File: src/rtl/lsa_pkg.sv
package lsa_pkg;
    localparam int unsigned DATA_W = 32;
    localparam int unsigned LANES  = DATA_W / 8;
    localparam int unsigned OFF_W  = $clog2(LANES);

    typedef enum logic [1:0] {
        SZ_BYTE = 2'b00,
        SZ_HALF = 2'b01,
        SZ_WORD = 2'b10,
        SZ_WALT = 2'b11
    } acc_size_e;

    typedef struct packed {
        logic              valid;
        logic              mis;
        logic [LANES-1:0]  be;
        logic [DATA_W-1:0] ld;
        logic [DATA_W-1:0] st;
    } resp_t;
endpackage

File: src/rtl/lsa_align_check.sv
module lsa_align_check
    import lsa_pkg::*;
#(
    parameter int unsigned OW = OFF_W
) (
    input  acc_size_e     size_i,
    input  logic [OW-1:0] off_i,
    output logic          mis_o
);
    always_comb begin
        unique case (size_i)
            SZ_BYTE: mis_o = 1'b0;
            SZ_HALF: mis_o = off_i[0];
            default: mis_o = |off_i;
        endcase
    end
endmodule

File: src/rtl/lsa_load_extract.sv
module lsa_load_extract
    import lsa_pkg::*;
#(
    parameter int unsigned DW = DATA_W
) (
    input  logic [DW-1:0]            word_i,
    input  logic [$clog2(DW/8)-1:0]  off_i,
    input  acc_size_e                size_i,
    input  logic                     uns_i,
    output logic [DW-1:0]            data_o
);
    localparam int unsigned NL = DW / 8;
    localparam int unsigned OW = $clog2(NL);
    localparam int unsigned NH = NL / 2;

    logic [OW-1:0] byte_lane;
    logic [OW-2:0] half_lane;
    logic [7:0]    byte_sel;
    logic [15:0]   half_sel;

    always_comb begin
        // big-endian: offset 0 is the top lane
        byte_lane = OW'(NL - 1) - off_i;
        half_lane = (OW-1)'(NH - 1) - off_i[OW-1:1];
        byte_sel  = word_i[{byte_lane, 3'b000} +: 8];
        half_sel  = word_i[{half_lane, 4'b0000} +: 16];
        unique case (size_i)
            SZ_BYTE: data_o = {{(DW-8){byte_sel[7] & ~uns_i}}, byte_sel};
            SZ_HALF: data_o = {{(DW-16){half_sel[15] & ~uns_i}}, half_sel};
            default: data_o = word_i;
        endcase
    end
endmodule

File: src/rtl/lsa_store_lanes.sv
module lsa_store_lanes
    import lsa_pkg::*;
#(
    parameter int unsigned DW = DATA_W
) (
    input  logic [DW-1:0]            src_i,
    input  logic [$clog2(DW/8)-1:0]  off_i,
    input  acc_size_e                size_i,
    output logic [DW-1:0]            data_o,
    output logic [DW/8-1:0]          be_o
);
    localparam int unsigned NL = DW / 8;
    localparam int unsigned OW = $clog2(NL);
    localparam int unsigned NH = NL / 2;

    logic [OW-1:0] byte_lane;
    logic [OW-2:0] half_lane;
    logic [DW-1:0] byte_rep;
    logic [DW-1:0] half_rep;

    for (genvar l = 0; l < NL; l++) begin : g_byte_rep
        assign byte_rep[8*l +: 8] = src_i[7:0];
    end
    for (genvar h = 0; h < NH; h++) begin : g_half_rep
        assign half_rep[16*h +: 16] = src_i[15:0];
    end

    always_comb begin
        byte_lane = OW'(NL - 1) - off_i;
        half_lane = (OW-1)'(NH - 1) - off_i[OW-1:1];
        unique case (size_i)
            SZ_BYTE: begin
                data_o = byte_rep;
                be_o   = NL'(1) << byte_lane;
            end
            SZ_HALF: begin
                data_o = half_rep;
                be_o   = NL'(3) << {half_lane, 1'b0};
            end
            default: begin
                data_o = src_i;
                be_o   = '1;
            end
        endcase
    end
endmodule

File: src/rtl/lsa_unit.sv
module lsa_unit
    import lsa_pkg::*;
(
    input  logic        clk_i,
    input  logic        rst_ni,
    input  logic        req_valid_i,
    input  logic        is_store_i,
    input  logic [1:0]  size_i,
    input  logic        unsigned_i,
    input  logic [1:0]  addr_lo_i,
    input  logic [31:0] mem_rdata_i,
    input  logic [31:0] reg_wdata_i,
    output logic        resp_valid_o,
    output logic [31:0] load_data_o,
    output logic [31:0] store_data_o,
    output logic [3:0]  byte_en_o,
    output logic        misaligned_o
);
    acc_size_e         size_w;
    logic              mis_w;
    logic [DATA_W-1:0] ld_w;
    logic [DATA_W-1:0] st_w;
    logic [LANES-1:0]  be_w;
    resp_t             resp_d, resp_q;

    assign size_w = acc_size_e'(size_i);

    lsa_align_check #(.OW(OFF_W)) chk_i (
        .size_i (size_w),
        .off_i  (addr_lo_i),
        .mis_o  (mis_w)
    );

    lsa_load_extract #(.DW(DATA_W)) ld_i (
        .word_i (mem_rdata_i),
        .off_i  (addr_lo_i),
        .size_i (size_w),
        .uns_i  (unsigned_i),
        .data_o (ld_w)
    );

    lsa_store_lanes #(.DW(DATA_W)) st_i (
        .src_i  (reg_wdata_i),
        .off_i  (addr_lo_i),
        .size_i (size_w),
        .data_o (st_w),
        .be_o   (be_w)
    );

    always_comb begin
        resp_d = '0;
        if (req_valid_i) begin
            resp_d.valid = 1'b1;
            resp_d.mis   = mis_w;
            if (!mis_w) begin
                if (is_store_i) begin
                    resp_d.st = st_w;
                    resp_d.be = be_w;
                end else begin
                    resp_d.ld = ld_w;
                end
            end
        end
    end

    always_ff @(posedge clk_i) begin
        if (!rst_ni) resp_q <= '0;
        else         resp_q <= resp_d;
    end

    assign resp_valid_o = resp_q.valid;
    assign misaligned_o = resp_q.mis;
    assign byte_en_o    = resp_q.be;
    assign load_data_o  = resp_q.ld;
    assign store_data_o = resp_q.st;

    assert_idle_R2: assert property (@(posedge clk_i) disable iff (!rst_ni)
        !req_valid_i |=> (!resp_valid_o && byte_en_o == '0 && !misaligned_o));

    assert_lbu_fill_R4: assert property (@(posedge clk_i) disable iff (!rst_ni)
        (req_valid_i && !is_store_i && size_i == 2'b00 && unsigned_i)
            |=> load_data_o[31:8] == '0);

    assert_sb_onehot_R7: assert property (@(posedge clk_i) disable iff (!rst_ni)
        (req_valid_i && is_store_i && size_i == 2'b00) |=> $onehot(byte_en_o));

    assert_sh_pair_R8: assert property (@(posedge clk_i) disable iff (!rst_ni)
        (req_valid_i && is_store_i && size_i == 2'b01 && !addr_lo_i[0])
            |=> $countones(byte_en_o) == 2);

    assert_mis_noen_R9: assert property (@(posedge clk_i) disable iff (!rst_ni)
        misaligned_o |-> (byte_en_o == '0 && load_data_o == '0));

    assert_load_noen_R10: assert property (@(posedge clk_i) disable iff (!rst_ni)
        (req_valid_i && !is_store_i) |=> (byte_en_o == '0 && store_data_o == '0));
endmodule

File: config.mk
export PLATFORM = sky130hd
export DESIGN_NAME = lsa_unit
export DESIGN_NICKNAME = d
export VERILOG_FILES = /design/src/rtl/lsa_pkg.sv /design/src/rtl/lsa_align_check.sv /design/src/rtl/lsa_load_extract.sv /design/src/rtl/lsa_store_lanes.sv /design/src/rtl/lsa_unit.sv
export SDC_FILE = /design/constraint.sdc
export NUM_CORES = 1
export LEC_CHECK = 0
export ABC_AREA = 1
export BUFFER_PORTS_ARGS = -buffer_cell sky130_fd_sc_hd__buf_2
export CAP_MARGIN = 20
export CELL_PAD_IN_SITES_DETAIL_PLACEMENT = 1
export CELL_PAD_IN_SITES_GLOBAL_PLACEMENT = 1
export CORE_MARGIN = 1
export CORE_UTILIZATION = 31
export CTS_BUF_LIST = sky130_fd_sc_hd__clkbuf_8
export CTS_CLUSTER_DIAMETER = 80
export DETAILED_ROUTE_END_ITERATION = 8
export PLACE_DENSITY_LB_ADDON = 0.1
export SYNTH_ARGS = -nofsm -noshare
export SYNTH_HDL_FRONTEND = slang
export SYNTH_SLANG_ARGS = --single-unit
File: constraint.sdc
create_clock -name clk_i -period 1.5 [get_ports clk_i]
set_input_delay 0.3 -clock clk_i [delete_from_list [all_inputs] [get_ports clk_i]]
set_output_delay 0.3 -clock clk_i [all_outputs]
set_load 0.02 [all_outputs]
==> impl_metrics.env <==
export IMPL_status="completed"
export IMPL_cts_root_buf="clkbuf_8"
export IMPL_avgSynthCellArea_um2=7.077
export IMPL_postRouteAntennaNets=0
export IMPL_track_usage=0.2085
export IMPL_netlist_top_cell_by_area="dfxtp_1"
export IMPL_cts_tree="done"
export IMPL_pwr_density_cell_nw_per_um2=1044
export IMPL_syn2layout_area_growth_pct=40.80
export IMPL_cts_resized=0
export IMPL_netlist_top_cells_count="132 x nand2_1, 70 x dfxtp_1, 45 x inv_1"
export IMPL_avgViaCountPerCell=4.663
export IMPL_synth_cell_types=21
export IMPL_nFillCells=1152
export IMPL_arrival_ns=1.42
export IMPL_leakage_nw=2.396
export IMPL_cp_max_fo=7
export IMPL_async_flop_share=0
export IMPL_initial_core_util=0.3214
export IMPL_finalCritPeriodShare=0.7771
export IMPL_antenna_found_initial=0
export IMPL_fin_cells=661
export IMPL_cts_htree_levels=3
export IMPL_cp_end_kind="flop"
export IMPL_netlist_instances=396
export IMPL_syn_nets=469
export IMPL_routabilityCongestion=0.8257
export IMPL_setup_viol=0
export IMPL_globalRouteOverflowTotal=0
export IMPL_drc=0
export IMPL_cts_setup_buffers=0
export IMPL_wire_per_inst_um=13.97
export IMPL_rows=34
export IMPL_relSlewSlack=0.7197
export IMPL_cts_buffers_inserted=9
export IMPL_ys_flop_type="dfxtp_1"
export IMPL_syn_area_um2=2803
export IMPL_path_cells="buf_2 -> inv_2 -> nor2_1 -> nand2_2 -> nand2_1 -> nand2_2 -> nand2_1 -> nand3_1 -> nand2_1 -> inv_1"
export IMPL_num_io_pins=143
export IMPL_grt_first_pass_wirelength_um=15580
export IMPL_grt_pass1_vias=3222
export IMPL_drt_iter0_drc=57
export IMPL_timing_final_ws_setup_ns=0.3344
export IMPL_fin_crit_ns=1.166
export IMPL_yosysSeqAreaShare=0.5000
export IMPL_ys_warn_count=0
export IMPL_synthTopCellsByArea="dfxtp_1 50%, nand2_1 18%, nand3_1 7.0%"
export IMPL_drive_gt1_frac=0.3400
export IMPL_min_path_type="primary input to flop"
export IMPL_dr_pass1_iters=4
export IMPL_clock_path_buffers=2
export IMPL_fmax_ghz=0.8579
export IMPL_vias=3082
export IMPL_antenna_cells=0
export IMPL_die_h_um=97.09
export IMPL_pre_cts_slack_ns=-0.02911
export IMPL_synth_seq_cells=70
export IMPL_grt_max_degree=37
export IMPL_required_ns=1.75
export IMPL_portBuffers=142
export IMPL_cts_num_sinks=70
export IMPL_hpwl_um=7041
export IMPL_critPathLaunchType="primary input"
export IMPL_drv_slew=0
export IMPL_synth_edf_count=0
export IMPL_fp_dieW_um=97.09
export IMPL_worst_pin_slew_ns=0.4190
export IMPL_slowest_delay_ns=0.33
export IMPL_crit_top_cell="nand2_1"
export IMPL_die_area_um2=9426
export IMPL_yosysMostFrequentCell="nand2_1"
export IMPL_synth_top_area_share=0.5000
export IMPL_nets=622
export IMPL_placed_cells=646
export IMPL_routed_wl_um=9237
export IMPL_cp_slowest_cell="nor2_1"
export IMPL_clk_pin_slew_worst_paths_ns=0.08
export IMPL_irDropWorstVdd_v=0.0004209
export IMPL_final_hold_violation_count=0
export IMPL_core_area_um2=8721
export IMPL_holdBufCountCts=0
export IMPL_worstSetupPathType="primary input to flop"
export IMPL_rsz0062_at_grt="no"
export IMPL_cap_viol_max_count=0
power breakdown:
part | internal, mW | total (mW) | switching (mW)
clock | 0.927 | 1.66 | 0.735
combinational | 0.220 | 0.553 | 0.334
sequential | 1.89 | 1.90 | 0.00903
total | 3.04 | 4.12 | 1.08
cell type report:
type                    count  area (um2)  area share
flip-flops and latches     70        1401      0.3551
well taps                 108       135.1     0.03424
multi-input cells         258        1112      0.2819
clock inverters             6       86.33     0.02188
clock buffers               9       123.9     0.03139
inverters                  49       183.9     0.04661
repair buffers            161       903.4      0.2289
layer usage:
metal	wire length, um	up-vias	global-route usage	part of all wire
li1	-	1517	-	-
met1	3834	1447	0.2422	0.42
met2	4627	107	0.3608	0.50
met3	644	11	0.06043	0.070
met4	131	0	0.07922	0.014
met5	0	-	0	0
cell families (layout without fill, tap and decap cells):
group,after synthesis,after routing,synth area share
buffers and inverters,68,225,0.1031
DFF,70,70,0.5000
AOI/OAI and AO/OA,41,41,0.07589
and+or+nand+nor,217,217,0.3210
sequential cells by signal (all words and copies together) (netlist names):
signal / flops
byte_en_o: 4
load_data_o: 32
misaligned_o: 1
resp_valid_o: 1
store_data_o: 32
worst paths after layout:
path | start | endpoint | slack (ns) | cells past startpoint
max | size_i[0] | load_data_o[2] | 0.33 | 10
min | reg_wdata_i[17] | store_data_o[17] | 0.20 | 3
per-stage QoR:
step / power [mW] / utilization / TNS (ns) / instance area (um2) / hold WS, ns
after global placement: 2.492 / 0.4284 / 0 / 3736 / 0.5400
after detailed placement: 2.505 / 0.4284 / -0.1497 / 3736 / 0.5553
after CTS: 4.185 / 0.4525 / 0 / 3946 / 0.1767
after floorplan: 2.245 / - / 0 / 2803 / 0.4352
after global routing: 4.338 / 0.4525 / 0 / 3946 / 0.1940
final: 4.119 / 0.4525 / 0 / 3946 / 0.1958
critical path, delay by kind of cell:
kind | cells | cell delay, ns
buffers and inverters | 3 | 0.23
and+or+nand+nor | 7 | 0.90
placed cells by master, fill, tap and decap left out, types with 9 or more instances in the layout:
cell type / count
nor2_1: 38
nand2_1: 132
nand3_1: 39
inv_1: 45
a21oi_1: 33
dfxtp_1: 70
buf_4: 15
buf_2: 142
clkbuf_8: 9
Note: power is estimated with default switching activity, not from simulation.
